===== src/rtl/rcp_pkg.sv =====
package rcp_pkg;
  typedef enum logic [1:0] {
    CLS_CLEAN  = 2'd0,
    CLS_DATA   = 2'd1,
    CLS_PARITY = 2'd2,
    CLS_FAIL   = 2'd3
  } rcp_class_e;
endpackage


===== src/rtl/rcp_encoder.sv =====
module rcp_encoder #(
  parameter int ROWS = 8,
  parameter int COLS = 7
) (
  input  logic            clk_i,
  input  logic            rst_ni,
  input  logic            valid_i,
  output logic            ready_o,
  input  logic [COLS-1:0] data_i,
  output logic            valid_o,
  input  logic            ready_i,
  output logic [COLS:0]   row_o,
  output logic            last_o
);
  localparam int CW = (ROWS > 1) ? $clog2(ROWS) : 1;

  logic            par_q;
  logic [CW-1:0]   cnt_q;
  logic [COLS-1:0] col_q;
  logic            rp_q;
  logic            row_par;
  logic            data_fire;
  logic            first_row;

  assign row_par   = ^data_i;
  assign first_row = (cnt_q == '0);
  assign data_fire = valid_i & ~par_q & ready_i;

  assign ready_o = ~par_q & ready_i;
  assign valid_o = par_q | valid_i;
  assign row_o   = par_q ? {rp_q, col_q} : {row_par, data_i};
  assign last_o  = par_q;

  always_ff @(posedge clk_i or negedge rst_ni) begin
    if (!rst_ni) begin
      par_q <= 1'b0;
      cnt_q <= '0;
      col_q <= '0;
      rp_q  <= 1'b0;
    end else if (data_fire) begin
      // accumulators restart on the first row of each block
      col_q <= first_row ? data_i  : (col_q ^ data_i);
      rp_q  <= first_row ? row_par : (rp_q ^ row_par);
      if (cnt_q == CW'(ROWS - 1)) begin
        cnt_q <= '0;
        par_q <= 1'b1;
      end else begin
        cnt_q <= cnt_q + 1'b1;
      end
    end else if (par_q && ready_i) begin
      par_q <= 1'b0;
    end
  end
endmodule


===== src/rtl/rcp_dec_store.sv =====
module rcp_dec_store #(
  parameter int ROWS = 8,
  parameter int COLS = 7
) (
  input  logic                      clk_i,
  input  logic                      rst_ni,
  input  logic                      valid_i,
  output logic                      ready_o,
  input  logic [COLS:0]             row_i,
  input  logic                      release_i,
  output logic                      full_o,
  output logic [ROWS-1:0][COLS-1:0] buf_o,
  output logic [ROWS-1:0]           rfail_o,
  output logic [COLS-1:0]           csyn_o
);
  localparam int IW = $clog2(ROWS + 1);

  logic            full_q;
  logic [IW-1:0]   idx_q;
  logic [COLS-1:0] csyn_q;
  logic            fire;
  logic            par_row;

  assign ready_o = ~full_q;
  assign fire    = valid_i & ~full_q;
  assign par_row = (idx_q == IW'(ROWS));
  assign full_o  = full_q;
  assign csyn_o  = csyn_q;

  always_ff @(posedge clk_i or negedge rst_ni) begin
    if (!rst_ni) begin
      full_q <= 1'b0;
      idx_q  <= '0;
      csyn_q <= '0;
    end else if (fire) begin
      csyn_q <= (idx_q == '0) ? row_i[COLS-1:0] : (csyn_q ^ row_i[COLS-1:0]);
      if (par_row) begin
        idx_q  <= '0;
        full_q <= 1'b1;
      end else begin
        idx_q <= idx_q + 1'b1;
      end
    end else if (release_i) begin
      full_q <= 1'b0;
    end
  end

  for (genvar r = 0; r < ROWS; r++) begin : g_row
    logic [COLS-1:0] data_q;
    logic            fail_q;
    always_ff @(posedge clk_i or negedge rst_ni) begin
      if (!rst_ni) begin
        data_q <= '0;
        fail_q <= 1'b0;
      end else if (fire && idx_q == IW'(r)) begin
        data_q <= row_i[COLS-1:0];
        fail_q <= ^row_i;
      end
    end
    assign buf_o[r]   = data_q;
    assign rfail_o[r] = fail_q;
  end
endmodule


===== src/rtl/rcp_locator.sv =====
module rcp_locator
  import rcp_pkg::*;
#(
  parameter int ROWS = 8,
  parameter int COLS = 7
) (
  input  logic [ROWS-1:0]           rfail_i,
  input  logic [COLS-1:0]           csyn_i,
  output rcp_class_e                cls_o,
  output logic [ROWS-1:0][COLS-1:0] flip_o
);
  localparam int MX = (ROWS > COLS) ? ROWS : COLS;
  localparam int NW = $clog2(MX + 1);

  logic [NW-1:0] rrank [ROWS];
  logic [NW-1:0] crank [COLS];
  logic [NW-1:0] nr, nc;

  // rank = number of failing lines below this one
  always_comb begin
    nr = '0;
    for (int r = 0; r < ROWS; r++) begin
      rrank[r] = nr;
      nr = nr + NW'(rfail_i[r]);
    end
  end

  always_comb begin
    nc = '0;
    for (int c = 0; c < COLS; c++) begin
      crank[c] = nc;
      nc = nc + NW'(csyn_i[c]);
    end
  end

  always_comb begin
    if (nr == '0 && nc == '0)         cls_o = CLS_CLEAN;
    else if (nr == NW'(1) && nc == '0) cls_o = CLS_PARITY;
    else if (nr == nc)                cls_o = CLS_DATA;
    else                              cls_o = CLS_FAIL;
  end

  for (genvar r = 0; r < ROWS; r++) begin : g_fr
    for (genvar c = 0; c < COLS; c++) begin : g_fc
      assign flip_o[r][c] = (cls_o == CLS_DATA) & rfail_i[r] & csyn_i[c] &
                            (rrank[r] == crank[c]);
    end
  end
endmodule


===== src/rtl/rcp_codec.sv =====
module rcp_codec
  import rcp_pkg::*;
#(
  parameter int ROWS = 8,
  parameter int COLS = 7
) (
  input  logic            clk_i,
  input  logic            rst_ni,
  input  logic            enc_valid_i,
  output logic            enc_ready_o,
  input  logic [COLS-1:0] enc_data_i,
  output logic            enc_valid_o,
  input  logic            enc_ready_i,
  output logic [COLS:0]   enc_row_o,
  output logic            enc_last_o,
  input  logic            dec_valid_i,
  output logic            dec_ready_o,
  input  logic [COLS:0]   dec_row_i,
  output logic            dec_valid_o,
  input  logic            dec_ready_i,
  output logic [COLS-1:0] dec_data_o,
  output logic            no_error_o,
  output logic            corrected_o,
  output logic            parity_err_o,
  output logic            uncorrectable_o
);
  localparam int RW = (ROWS > 1) ? $clog2(ROWS) : 1;

  logic                      full;
  logic                      release_blk;
  logic [ROWS-1:0][COLS-1:0] blk;
  logic [ROWS-1:0][COLS-1:0] flip;
  logic [ROWS-1:0]           rfail;
  logic [COLS-1:0]           csyn;
  rcp_class_e                cls;
  logic [RW-1:0]             oidx_q;
  logic                      out_fire;
  logic                      out_last;
  logic                      first_out;

  rcp_encoder #(.ROWS(ROWS), .COLS(COLS)) u_enc (
    .clk_i   (clk_i),
    .rst_ni  (rst_ni),
    .valid_i (enc_valid_i),
    .ready_o (enc_ready_o),
    .data_i  (enc_data_i),
    .valid_o (enc_valid_o),
    .ready_i (enc_ready_i),
    .row_o   (enc_row_o),
    .last_o  (enc_last_o)
  );

  rcp_dec_store #(.ROWS(ROWS), .COLS(COLS)) u_store (
    .clk_i     (clk_i),
    .rst_ni    (rst_ni),
    .valid_i   (dec_valid_i),
    .ready_o   (dec_ready_o),
    .row_i     (dec_row_i),
    .release_i (release_blk),
    .full_o    (full),
    .buf_o     (blk),
    .rfail_o   (rfail),
    .csyn_o    (csyn)
  );

  rcp_locator #(.ROWS(ROWS), .COLS(COLS)) u_loc (
    .rfail_i (rfail),
    .csyn_i  (csyn),
    .cls_o   (cls),
    .flip_o  (flip)
  );

  assign out_fire    = full & dec_ready_i;
  assign out_last    = (oidx_q == RW'(ROWS - 1));
  assign release_blk = out_fire & out_last;
  assign first_out   = full & (oidx_q == '0);

  always_ff @(posedge clk_i or negedge rst_ni) begin
    if (!rst_ni)       oidx_q <= '0;
    else if (out_fire) oidx_q <= out_last ? '0 : (oidx_q + 1'b1);
  end

  assign dec_valid_o     = full;
  assign dec_data_o      = blk[oidx_q] ^ flip[oidx_q];
  assign no_error_o      = first_out & (cls == CLS_CLEAN);
  assign corrected_o     = first_out & (cls == CLS_DATA);
  assign parity_err_o    = first_out & (cls == CLS_PARITY);
  assign uncorrectable_o = first_out & (cls == CLS_FAIL);
endmodule


===== config.mk =====
export PLATFORM = sky130hd
export DESIGN_NAME = rcp_codec
export DESIGN_NICKNAME = d
export VERILOG_FILES = /design/src/rtl/rcp_pkg.sv /design/src/rtl/rcp_encoder.sv /design/src/rtl/rcp_dec_store.sv /design/src/rtl/rcp_locator.sv /design/src/rtl/rcp_codec.sv
export SDC_FILE = /design/constraint.sdc
export NUM_CORES = 1
export LEC_CHECK = 0
export ABC_AREA = 1
export BUFFER_PORTS_ARGS = -buffer_cell sky130_fd_sc_hd__buf_2
export CORE_AREA = 2 2 127 129
export DETAILED_ROUTE_END_ITERATION = 8
export DIE_AREA = 0 0 129 131
export PLACE_DENSITY = 0.69
export SETUP_SLACK_MARGIN = 0.4
export SYNTH_ARGS = -nofsm -noshare
export SYNTH_HDL_FRONTEND = slang
export SYNTH_SLANG_ARGS = --single-unit

===== constraint.sdc =====
create_clock -name clk_i -period 5.1 [get_ports clk_i]
set_clock_uncertainty 0.1 [all_clocks]
set_input_delay 0.51 -clock clk_i [delete_from_list [all_inputs] [get_ports clk_i]]
set_output_delay 0.51 -clock clk_i [all_outputs]
set_load 0.01 [all_outputs]

* After elaboration in Yosys (flattened, before gate mapping)
Cells that the tools add are included.
** Storage, ports and cells
- Logic and storage cells :: 293
- Latch bits :: 0
- Memories kept :: 0
- Bits in read-only memories :: 0
- RAM bits :: 0
- Flip-flop bits (word level) :: 91
** Cells by class
- Div/mod/pow operators :: 0
- Magnitude comparators :: 1
- $mul :: 0
- Mux-type cells :: 20
- Add/sub/neg operators :: 16
- Equal/unequal tests :: 59
- Bitwise gates (word level) :: 137
- Reductions and logical operators :: 36
- Shifts and indexed selects :: 0
** Operator list (number)
- $and 1x1->1 :: 130
- $eq 4x4->1 :: 31
- $logic_not 4->1 :: 16
- $add 4x1->4 :: 11
- $bmux 7 s3 :: 2
- $mux 7 :: 4
- $eq 4x1->1 :: 6
- $xor 7x7->7 :: 3
- $eq 1x4->1 :: 5
- $eq 4x3->1 const B :: 4
- $logic_and 1x1->1 :: 11
- $eq 4x1->1 const B :: 2
- $eq 4x2->1 const B :: 2
- $mux 8 :: 1
- $reduce_xor 8->1 :: 1
- $mux 1 :: 7
- $reduce_xor 7->1 :: 1
- $add 3x1->3 const B :: 2
- $eq 3x3->1 const B :: 2
- $logic_not 3->1 :: 2
- $mux 2 :: 3
- $mux 3 :: 2
- $add 1x1->2 :: 2
- $add 4x1->4 const B :: 1
- 13 further kinds :: 18

* Depth between registers and ports, before layout
Gate-level depths: netlist of the first run.
- Depth in word-level cells :: 18
- Depth in mapped cells :: 28
- Gate-level depth less buffers :: 27

* Modules after synthesis
Synthesis of the first run repeated with hierarchy kept, for this count alone.
** Second synthesis, totals
- Cells, all modules :: 1372
- Area, all modules :: 8947.3 um^2
** Modules (own cells, without submodules)
- rcp_dec_store :: sequential area each 1901.8 um^2, area each 3298.2 um^2, cells each 349, instances 1
- rcp_locator :: sequential area each 0.0 um^2, area each 2969.1 um^2, cells each 477, instances 1
- rcp_codec :: sequential area each 75.1 um^2, area each 1860.5 um^2, cells each 427, instances 1
- rcp_encoder :: sequential area each 300.3 um^2, area each 819.5 um^2, cells each 119, instances 1

* Worst setup path before layout of the first run
No wires, ideal clock.
- Path type :: register -> output
- Start :: register u_store.g_row[2].fail_q
- End :: output port dec_data_o[4]
- Arrival time :: 4.359 ns
- Required time :: 4.490 ns
- Path buffers :: 0
- Stages on the path, launching flop included :: 23
- Setup slack :: 0.131 ns
- Path through :: dfrtp_1 > fa_1 > ha_1 > ha_1 > ha_1 > ha_1 > ha_1 > ha_1 > nor2_1 > inv_1 > a21oi_1 > nand3_2 > nor2_8 > nand2_8 > nor2_4 > nand2_1 > nand3_1 > nand3_1 > nand2_1 > nand2_1 > nand2_1 > nand2_1 > inv_1
** Between the ends
- Word-level cells in the longest chain between the ends :: 17
- Elaborated cells between the ends (all ways) :: 47
** Ends and longest elaborated chain
- start, declared :: RTL line rcp_dec_store.sv:50 : logic fail_q;
- start signal, assigned :: RTL line rcp_dec_store.sv:57 : fail_q <= ^row_i;
- $add 4x1->4 (6 in a row) :: RTL line rcp_locator.sv:24 : nr = nr + NW'(rfail_i[r]);
- $eq 4x4->1 or $eq 4x1->1 (tied branches) :: RTL line rcp_locator.sv:39, rcp_locator.sv:38
- $mux 2 or $logic_and 1x1->1 (tied branches) :: RTL line rcp_locator.sv:39, rcp_locator.sv:38
- $mux 2 :: RTL line rcp_locator.sv:38 : else if (nr == NW'(1) && nc == '0) cls_o = CLS_PARITY;
- $mux 2 :: RTL line rcp_locator.sv:37 : if (nr == '0 && nc == '0) cls_o = CLS_CLEAN;
- $eq 2x1->1 :: RTL line rcp_locator.sv:45 : assign flip_o[r][c] = (cls_o == CLS_DATA) & rfail_i[r] & csyn_i[c] &
- $and 1x1->1 (3 in a row) :: RTL line rcp_locator.sv:45
- $bmux 7 s3 * :: RTL line rcp_codec.sv:84 : assign dec_data_o = blk[oidx_q] ^ flip[oidx_q];
- $mux 7 (not written as such) * :: RTL line rcp_codec.sv:84
- $xor 7x7->7 * :: RTL line rcp_codec.sv:84
- end, declared :: RTL line rcp_codec.sv:21 : output logic [COLS-1:0] dec_data_o,
Every way passes the cells marked *; elsewhere a longest branch is shown, timed or not. The select of a mux whose other input is x is not followed.

* Worst setup path in the final report of the first run
- Start :: register u_store.csyn_q[1], in the netlist u_store.csyn_o[1]
- End :: output port dec_data_o[5]
** Between the ends
- Word-level cells in the longest chain between the ends :: 17
- Elaborated cells between the ends (all ways) :: 49
** Ends and longest elaborated chain
- start, declared :: RTL line rcp_dec_store.sv:20 : logic [COLS-1:0] csyn_q;
- start signal, assigned :: RTL line rcp_dec_store.sv:36 : csyn_q <= (idx_q == '0) ? row_i[COLS-1:0] : (csyn_q ^ row_i[COLS-1:0]);
- $add 1x1->2 * :: RTL line rcp_locator.sv:32 : nc = nc + NW'(csyn_i[c]);
- $add 4x1->4 * (3 in a row) :: RTL line rcp_locator.sv:32
- $add 4x1->4 (2 in a row) :: RTL line rcp_locator.sv:32
- $eq 4x4->1 or $logic_not 4->1 (tied branches) :: RTL line rcp_locator.sv:39, rcp_locator.sv:37, rcp_locator.sv:38
- $mux 2 or $logic_and 1x1->1 (tied branches) :: RTL line rcp_locator.sv:39, rcp_locator.sv:38
- $mux 2 :: RTL line rcp_locator.sv:38
- $mux 2 :: RTL line rcp_locator.sv:37
- $eq 2x1->1 :: RTL line rcp_locator.sv:45
- $and 1x1->1 (3 in a row) :: RTL line rcp_locator.sv:45
- $bmux 7 s3 * :: RTL line rcp_codec.sv:84
- $mux 7 (not written as such) * :: RTL line rcp_codec.sv:84
- $xor 7x7->7 * :: RTL line rcp_codec.sv:84
Marked as above.

==> results of run 1 <==
kinds of logic after synthesis:
family,after synthesis
adders and majority gates,37
buffers and inverters,159
and+or+nand+nor,511
AOI/OAI and AO/OA,205
DFF,91
xor gates and xnor gates,70
registers in the layout, summed over array words and instances, names as in the netlist:
name                  flops
u_store.g_row.data_q     56
u_store.g_row.fail_q      8
u_enc.col_q               7
u_store.csyn_o            7
u_store.idx_q             4
oidx_q                    3
u_enc.cnt_q               3
u_enc.last_o              1
u_enc.rp_q                1
u_store.full_o            1
metrics by stage:
step                area [sq um]  setup TNS (ns)
CTS                         8880               0
finish                      9070         -0.0298
floorplan                   7620               0
global placement            8260               0
global route                9070           -1.20
detailed placement          8260               0
layout by cell type (no fill, tap or decap), types with 29 or more instances in the layout:
cell,synthesis,layout
nor2_1,72,69
dfrtp_1,91,90
nand3_1,80,68
xor2_1,48,47
buf_4,3,58
nand2_2,21,29
buf_2,7,43
o21ai_0,98,96
inv_1,103,101
nand2_1,270,260
a21oi_1,50,49
final cells by class:
class	count	area, sq um	area share (%)
Inverter	110	415	4.58
Clock buffer	11	253	2.79
Sequential cell	91	2280	25.1
Tap cell	216	270	2.98
Clock inverter	5	83.8	0.925
Multi-Input combinational cell	824	5050	55.7
Timing Repair Buffer	107	721	7.95
layer usage:
metal	global-route usage (%)	up-vias	share of wire, %
li1	-	3696	-
met1	37.1	3523	43
met2	48.1	254	47
met3	3.38	61	5.1
met4	15.1	0	4.8
met5	0	-	0
worst paths after layout:
path | slack (ns) | depth (start not counted) | from | endpoint
worst max-delay path | -0.02 | 23 | u_store.csyn_o[1]$_DFFE_PN0P_ | dec_data_o[5]
worst min-delay path | 0.27 | 2 | enc_ready_i | u_enc.last_o$_DFFE_PN0P_
worst max register to register | 2.41 | 8 | u_store.full_o$_DFFE_PN0P_ | u_store.csyn_o[2]$_DFFE_PN0P_
worst min register to register | 0.38 | 2 | u_store.g_row[2].data_q[1]$_DFFE_PN0P_ | u_store.g_row[2].data_q[1]$_DFFE_PN0P_
max in group asynchronous | 3.24 | 3 | rst_ni | u_store.g_row[4].fail_q$_DFFE_PN0P_
min in group asynchronous | 0.53 | 2 | rst_ni | u_enc.col_q[1]$_DFFE_PN0P_
worst register-to-register path, stage by stage, from the launching register on:
cell and delay (ns):
dfrtp_1 0.41, inv_1 0.08, nand2_1 0.14, inv_1 0.39
nand2_1 0.12, nor2_1 0.34, clkinv_1 0.61, nand2_1 0.23
xor2_1 0.20
repair_timing:
item,in CTS,in global routing
buffers inserted,8,8
hold buffers,1,0
hold endpoints to repair,1,0
cloned,1,0
setup endpoints to repair,11,8
resized for setup,33,30
pin swaps,28,26
synth_stat cells, types with 2 or more instances:
cell	instances
clkinv_1	3
ha_1	34
a2111oi_0	7
a211oi_1	9
nand2_2	21
nor3_1	15
nand4_1	10
inv_2	3
nor2_2	2
xor2_1	48
xnor2_1	21
nor2_8	4
buf_1	6
clkbuf_1	33
nand3_1	80
nand2_1	270
o2111ai_1	5
nor3b_1	2
dfrtp_1	91
a32o_1	4
buf_2	7
a221oi_1	9
o22ai_1	15
o211ai_1	3
nor2_4	6
nand3b_1	2
or2_2	2
buf_4	3
nand3_2	7
inv_1	103
nor4_1	10
a21oi_1	50
fa_1	3
nor2_1	72
nand2_4	6
o221ai_1	2
o21ai_0	98
==> flow_metrics.tcl, run 1 <==
set metrics [dict create \
    h-tree-depth 3 \
    critPathMaxFanout 5 \
    synth_top_area_cell "dfrtp_1" \
    setup_viol 3 \
    grt_start_max_net_pins 64 \
    yosys_warnings 0 \
    drt_first_pass_iters 5 \
    synth_cells 1073 \
    holdWs_ns 0.267 \
    final_util_pct 58.1 \
    core_area_sq_mm 0.0156 \
    path_buf_inv 3 \
    n_antenna_cell 0 \
    cts_buffers 9 \
    crit_path_max_incr_delay_ns 0.63 \
    fillers 1517 \
    slew_violations 0 \
    yosysTopAreaCellShare_pct 30.0 \
    cpMostUsedCell "nand2_1" \
    clock_sinks 91 \
    place_ws_ns 0.0371 \
    synth_xor_area_share_pct 8.19 \
    final_hold_viol_count 0 \
    arrival_ns 4.51 \
    synth_edf_count 0 \
    critPathKind "reg -> out" \
    gp_congestion 1.02 \
    worst_slew_pin_slew_ns 1.23 \
    drtAntennaViolNets 0 \
    post-route-min-period_ns 5.12 \
    pin_count 45 \
    viasPerCell 5.52 \
    synth_top_family_by_area "simple AND/OR/NAND/NOR gates" \
    die_area_sq_mm 0.0169 \
    path_delay_family "adder cells" \
    max-slew-margin-rel_pct 17.7 \
    grt_pass1_vias 6991 \
    drt_iter0_markers 627 \
    critical_path.cell_chain "fa_1 -> ha_2 -> fa_2 -> ha_4 -> ha_4 -> buf_6 -> nand2_2 -> nor2_4 -> xor2_2 -> nand3_2 -> nand2_4 -> nor2_8 -> nand2_8 -> nor2_4 -> nand2_1 -> nand3_1 -> nand3_2 -> nand2_2 -> nand2_1 -> nand2_1 -> nand2_1 -> inv_1 -> buf_2" \
    grt-ovfl-total 0 \
    drive_above_1_share_pct 20.2 \
    max_freq_mhz 195 \
    yosysUniqueCellTypes 44 \
    dp_hpwl_mm 17.7 \
    vias 7534 \
    syn_area_sq_mm 0.00758 \
    ctsLongestPathBuffers 2 \
    cap_violations 0 \
    ys_async_sr_fraction_pct 100 \
    grt_antenna_before_repair 0 \
    cp-start-kind "flip-flop" \
    routed_wl_mm 24.0 \
    min_period_over_period_pct 100 \
    slowest_stage "fa_2" \
    synth_mux_area_share_pct 0 \
    violations "setup timing" \
    cp_data_required_time_ns 4.49 \
    clock_latency_ns 0.34 \
    rows 46 \
    ys_top_cells_by_area "dfrtp_1 30%, nand2_1 13%, o21ai_0 6.5%" \
    grt_usage_pct 28.9 \
    worst_slack_ns -0.0167 \
    rsz0062_at_grt "yes" \
    synth-simple-area-share_pct 31.5 \
    finalNetCount 1201 \
    synth_compound_area_share_pct 15.7 \
    avgSynthCellArea_sq_um 7.07 \
    synthAdderAreaFrac_pct 6.40 \
    root_buffer "clkbuf_16" \
    hold_class "in -> reg" \
    clk_pin_slew_worst_paths_ns 0.07 \
    drc_errors 0 \
    cts_tree "yes" \
    ys_seq_area_share_pct 30.0 \
    port_buffers 44 \
    final_cell_count_no_fill 1364 \
    die_w_um 129 \
    synthFlopType "dfrtp_1" \
    routedWlPerCell_um 17.6 \
    grt_pass1_wl_mm 37.7 \
    syn_to_final_growth_pct 19.6 \
    endpoint_kind "primary output" \
    synth_fp_nets 1131 \
    dp.cells 1330 \
    status "complete, but fails checks" \
    die_h_um 131 \
    start_util_pct 48.6 \
    synth-seq-cells 91 \
]
Power of run 1 is not shown: default switching activity piles up to over one toggle a cycle in this logic, so the estimate is an artifact.
==> run 2: changes to the inputs <==
--- a/config.mk
+++ b/config.mk
@@ -7,11 +7,13 @@
 export LEC_CHECK = 0
 export ABC_AREA = 1
 export BUFFER_PORTS_ARGS = -buffer_cell sky130_fd_sc_hd__buf_2
-export CORE_AREA = 2 2 127 129
+export CAP_MARGIN = 20
+export CORE_AREA = 2 2 137 139
 export DETAILED_ROUTE_END_ITERATION = 8
-export DIE_AREA = 0 0 129 131
-export PLACE_DENSITY = 0.69
+export DIE_AREA = 0 0 139 141
+export PLACE_DENSITY_LB_ADDON = 0.15
 export SETUP_SLACK_MARGIN = 0.4
 export SYNTH_ARGS = -nofsm -noshare
 export SYNTH_HDL_FRONTEND = slang
+export SYNTH_HIERARCHICAL = 1
 export SYNTH_SLANG_ARGS = --single-unit
==> run 2 against run 1 <==
The run still ends with setup timing left. Final cell count up 22%. Core utilization down 2.5 points. Register-to-register slack better by 0.64 ns. Fmax down 1.7%. First-iteration DRC count up 19%. Non-clock buffer count down 9. Setup slack worse by 0.090 ns. Critical path depth up 1. Hold slack worse by 0.14 ns. Die area up 16%. Synthesized cell count up 28%. Global-route usage down 1.2 points. Largest cell class unchanged. Highest routed layer unchanged.
==> flow_metrics.tcl, run 2 <==
set metrics [dict create \
    finalNetCount 1478 \
    hold_class "in -> async" \
    ctsLongestPathBuffers 2 \
    dpl_cell_area_sq_mm 0.00957 \
    post-route-min-period_ns 5.21 \
    root_buffer "clkbuf_16" \
    slew_violations 0 \
    arrival_ns 4.60 \
    syn_to_final_growth_pct 13.6 \
    routed_wl_mm 26.8 \
    cp_data_required_time_ns 4.49 \
    die_w_um 139 \
    drc_errors 0 \
    cap_violations 0 \
    gp_congestion 0.949 \
    n_antenna_cell 0 \
    dp.cells 1632 \
    multi_input_area_sq_mm 0.00585 \
    endpoint_kind "primary output" \
    synthFlopType "dfrtp_1" \
    rows 50 \
    worst_slack_ns -0.107 \
    clk_pin_slew_worst_paths_ns 0.07 \
    h-tree-depth 3 \
    drt_first_pass_iters 6 \
    ys_top_cells_by_area "dfrtp_1 25%, nand2_1 20%, inv_1 7.1%" \
    synth-seq-cells 91 \
    largest_registers "u_store/g_row.data_q (56), u_store/g_row.fail_q (8)" \
    die_area_sq_mm 0.0196 \
    drtAntennaViolNets 0 \
    clock_latency_ns 0.34 \
    grt_antenna_before_repair 0 \
    final_common_cell "nand2_1" \
    critPathKind "reg -> out" \
    drt_iter0_markers 749 \
    core_area_sq_mm 0.0183 \
    status "complete, but fails checks" \
    clock_sinks 91 \
    avgSynthCellArea_sq_um 6.52 \
    grt_usage_pct 27.6 \
    dp_hpwl_mm 20.1 \
    setup_viol 7 \
    routedWlPerCell_um 16.2 \
    top_register "u_store/g_row.data_q" \
    die_h_um 141 \
    max-slew-margin-rel_pct 48.7 \
    port_buffers 44 \
    post-synth-top-count-cell "nand2_1" \
    synth_fp_nets 1431 \
    ys_seq_area_share_pct 25.5 \
    min_period_over_period_pct 102 \
    largest_reg_flops 56 \
    max_freq_mhz 192 \
    final_util_pct 55.6 \
    rsz0062_at_grt "yes" \
    grt_start_max_net_pins 62 \
    synth_cells 1372 \
    cts_buffers 9 \
    place_ws_ns 0.135 \
    synth_common_cells "468 x nand2_1, 169 x inv_1, 125 x nand3_1" \
    final_hold_viol_count 0 \
    ys_async_sr_fraction_pct 100 \
    design_area_sq_mm 0.0102 \
    grt_pass1_vias 8376 \
    synth_top_area_cell "dfrtp_1" \
    yosys_warnings 6 \
    pin_count 45 \
    final_cell_count_no_fill 1658 \
    cts_tree "yes" \
    regArea_sq_mm 0.00228 \
    yosysUniqueCellTypes 44 \
    cts_hold_buf 0 \
    final_cell_mix "461 x nand2_1, 166 x inv_1, 112 x nand3_1" \
    start_util_pct 49.0 \
    worst_slew_pin_slew_ns 0.770 \
    violations "setup timing" \
    grt_pass1_wl_mm 43.6 \
    grt-ovfl-total 0 \
    synth_edf_count 0 \
    drive_above_1_share_pct 21.6 \
    vias 8979 \
    viasPerCell 5.42 \
    cp-start-kind "flip-flop" \
    yosysTopAreaCellShare_pct 25.5 \
    syn_area_sq_mm 0.00895 \
    fillers 1831 \
    critPathMaxFanout 7 \
]
[run 2: final cells by class]
| cell class | instances | area share (%) |
|---|---|---|
| clock inverters | 7 | 0.825 |
| multi-input cells | 1025 | 57.6 |
| flip-flops and latches | 91 | 22.4 |
| inverters | 194 | 7.19 |
| clock buffers | 9 | 2.22 |
| repair buffers | 98 | 6.82 |
| well taps | 234 | 2.88 |
[run 2: worst paths after layout]
check	start	end	slack, ns	cells after the start
max in group asynchronous	rst_ni	oidx_q[0]$_DFFE_PN0P_	3.83	2
max reg2reg	oidx_q[1]$_DFFE_PN0P_	oidx_q[1]$_DFFE_PN0P_	3.05	6
min	rst_ni	u_store/g_row[7].data_q[3]$_DFFE_PN0P_	0.13	1
min reg2reg	u_store/g_row[6].data_q[1]$_DFFE_PN0P_	u_store/g_row[6].data_q[1]$_DFFE_PN0P_	0.38	2
min in group clk_i	enc_ready_i	u_enc/last_o$_DFFE_PN0P_	0.26	2
max	u_store/csyn_o[1]$_DFFE_PN0P_	dec_data_o[0]	-0.11	24
[run 2: logic make-up after synthesis]
kind of cell | count (synthesis) | share of synthesized area, %
adders and majority gates | 38 | 5.57
and+or+nand+nor | 780 | 40.5
xor gates and xnor gates | 31 | 3.03
DFF | 91 | 25.5
AOI/OAI and AO/OA | 176 | 12.9
buffers and inverters | 256 | 12.5
[run 2: stage by stage]
| step | setup TNS (ns) | hold slack (ns) |
|---|---|---|
| 6_report | -0.487 | 0.130 |
| 5_1_grt | -2.12 | 0.195 |
| 4_1_cts | -0.593 | 0.165 |
| 3_5_place_dp | 0 | 0.368 |
| 3_3_place_gp | 0 | 0.365 |
| 2_1_floorplan | 0 | 0.114 |
[run 2: worst max-delay path, stage by stage, from the launching register on]
cell and delay, ns:
dfrtp_2 0.43, fa_2 0.61, ha_4 0.14, fa_2 0.47, ha_4 0.30, ha_4 0.21, ha_4 0.16, nand3b_1 0.17
nand2_2 0.13, buf_6 0.10, nand3b_1 0.11, nand3_2 0.13, nor2_8 0.17, buf_12 0.16, nand3_4 0.11, nor2_1 0.14
inv_1 0.06, nand2_1 0.05, nand3_1 0.11, nand2_1 0.10, nand2_1 0.05, nand2_1 0.07, nand2_1 0.04, nand2_1 0.08
buf_2 0.13
[run 2: per-layer routing]
layer | share of wire [%] | vias up | track usage, %
met5 | 0 | - | 0
met4 | 5.3 | 0 | 13.4
met3 | 4.7 | 81 | 2.85
met2 | 46 | 302 | 46.3
met1 | 44 | 4114 | 35.9
li1 | - | 4482 | -
[run 2: repair_timing]
| action | in CTS | in global routing |
|---|---|---|
| pin swaps | 24 | 20 |
| setup endpoints to repair | 7 | 11 |
| resized for setup | 17 | 28 |
| buffers inserted | 6 | 3 |
Power of run 2 is left out for the same reason.
==> run 3: changes to the inputs <==
--- a/config.mk
+++ b/config.mk
@@ -12,6 +12,7 @@
 export DETAILED_ROUTE_END_ITERATION = 8
 export DIE_AREA = 0 0 139 141
 export PLACE_DENSITY_LB_ADDON = 0.15
+export RECOVER_POWER = 25
 export SETUP_SLACK_MARGIN = 0.4
 export SYNTH_ARGS = -nofsm -noshare
 export SYNTH_HDL_FRONTEND = slang
==> run 3 against run 2 <==
The flow finishes with violations (capacitance limit, slew limit, setup timing). Global-route usage stayed put. Final cell count stayed put. Wire length hardly changed. Sequential cell count stayed put. Critical endpoint unchanged.
==> flow_metrics.tcl, run 3 (synthesis gave the netlist of run 2 again) <==
set metrics [dict create \
    drt_first_pass_iters 6 \
    largest_reg_flops 56 \
    holdPathEnd "u_enc/last_o$_DFFE_PN0P_" \
    final_cell_count_no_fill 1658 \
    port_buffers 44 \
    core_area_sq_mm 0.0183 \
    clk_pin_slew_worst_paths_ns 0.07 \
    critPathKind "reg -> out" \
    grt_pass1_vias 8376 \
    ctsLongestPathBuffers 2 \
    holdWs_ns 0.264 \
    hold_path_depth 2 \
    violations "capacitance limit, slew limit, setup timing" \
    hold_class "in -> reg" \
    cp_data_required_time_ns 4.49 \
    rows 50 \
    die_area_sq_mm 0.0196 \
    routedWlPerCell_um 16.2 \
    dp_hpwl_mm 20.1 \
    drc_errors 0 \
    drtAntennaViolNets 0 \
    routed_wl_mm 26.8 \
    syn_to_final_growth_pct 13.5 \
    largest_registers "u_store/g_row.data_q (56), u_store/g_row.fail_q (8)" \
    rsz0062_at_grt "yes" \
    cts_buffers 9 \
    vias 8987 \
    cts_tree "yes" \
    cpMostUsedCell "nand2_1" \
    gp_congestion 0.949 \
    worstReg2RegStart "oidx_q[1]$_DFFE_PN0P_" \
    top_register "u_store/g_row.data_q" \
    grt_usage_pct 27.6 \
    regArea_sq_mm 0.00228 \
    viasPerCell 5.42 \
    final_common_cell "nand2_1" \
    clock_sinks 91 \
    n_antenna_cell 0 \
    arrival_ns 4.59 \
    grt-ovfl-total 0 \
    worst_slew_pin_slew_ns 3.24 \
    critPathMaxFanout 7 \
    cap_violations 1 \
    hold_start "enc_ready_i" \
    die_w_um 139 \
    place_ws_ns 0.135 \
    rrSetupSlack_ns 3.05 \
    grt_pass1_wl_mm 43.6 \
    ff2ff_path_depth 6 \
    grt_start_max_net_pins 62 \
    dp.cells 1632 \
    crit_path_max_incr_delay_ns 0.61 \
    endpoint_kind "primary output" \
    path_buf_inv 4 \
    pin_count 45 \
    cp-start-kind "flip-flop" \
    r2r_end "oidx_q[1]$_DFFE_PN0P_" \
    grt_antenna_before_repair 0 \
    worst_slack_ns -0.103 \
    max-slew-margin-rel_pct -116 \
    h-tree-depth 3 \
    min_period_over_period_pct 102 \
    start_util_pct 49.0 \
    clock_latency_ns 0.34 \
    fillers 1830 \
    status "complete, but fails checks" \
    post-route-min-period_ns 5.20 \
    cts_hold_buf 0 \
    final_hold_viol_count 0 \
    max_freq_mhz 192 \
    path_delay_family "adder cells" \
    multi_input_area_sq_mm 0.00585 \
    slew_violations 62 \
    drive_above_1_share_pct 21.6 \
    slowest_stage "fa_2" \
    setup_viol 7 \
    final_cell_mix "461 x nand2_1, 166 x inv_1, 112 x nand3_1" \
    critical_path.cell_chain "fa_2 -> ha_4 -> fa_2 -> ha_4 -> ha_4 -> ha_4 -> nand3b_1 -> nand2_2 -> buf_6 -> nand3b_1 -> nand3_2 -> nor2_8 -> buf_12 -> nand3_4 -> nor2_1 -> inv_1 -> nand2_1 -> nand3_1 -> nand2_1 -> nand2_1 -> nand2_1 -> nand2_1 -> nand2_1 -> buf_2" \
    die_h_um 141 \
    drt_iter0_markers 749 \
    root_buffer "clkbuf_16" \
    finalNetCount 1478 \
]
[run 3: final cells by class]
class | count | share of cell area [%]
multi-input combinational | 1025 | 57.6
clock inverter | 7 | 0.825
clock buffer | 9 | 2.22
timing repair buffer | 98 | 6.79
inverter | 194 | 7.19
sequential | 91 | 22.4
tap | 234 | 2.88
[run 3: how the worst max path moves through the flow]
stage / startpoint / endpoint / slack, ns / cells past startpoint
6_report: u_store/csyn_o[1]$_DFFE_PN0P_ / dec_data_o[0] / -0.10 / 24
5_1_grt: u_store/csyn_o[1]$_DFFE_PN0P_ / dec_data_o[4] / -0.33 / 24
4_1_cts: u_store/csyn_o[2]$_DFFE_PN0P_ / dec_data_o[6] / -0.11 / 23
3_5_place_dp: u_store/csyn_o[1]$_DFFE_PN0P_ / dec_data_o[1] / 0.14 / 24
3_3_place_gp: u_store/csyn_o[1]$_DFFE_PN0P_ / dec_data_o[4] / 0.21 / 23
2_1_floorplan: u_store/csyn_o[1]$_DFFE_PN0P_ / dec_data_o[3] / 0.40 / 22
[run 3: repair_timing]
| item | in CTS | in global routing |
|---|---|---|
| setup buffers | 6 | 3 |
| pin swaps | 24 | 20 |
| gates resized for setup | 17 | 28 |
| endpoints found under the setup margin | 7 | 11 |
[run 3: worst reg2reg max path, cell delays in order (launching register included)]
cell and delay, ns:
dfrtp_1 0.36, buf_4 0.27, inv_1 0.40, buf_4 0.35, ha_1 0.29, nand3_1 0.07, o21ai_0 0.08
[run 3: metrics by stage]
step                area [sq um]  util, %  TNS [ns]
floorplan                   9080        -         0
global placement            9570     52.4         0
detailed placement          9570     52.4         0
CTS                        10000     54.8    -0.593
global route               10200     55.6     -2.12
finish                     10200     55.6    -0.484
[run 3: routing by layer]
metal / part of all wire, % / GRT usage, % / up-vias
li1: - / - / 4482
met2: 46 / 46.3 / 302
met4: 5.4 / 13.4 / 0
met5: 0 / 0 / -
met1: 44 / 35.9 / 4116
met3: 4.6 / 2.85 / 87
Power of run 3 is left out for the same reason.
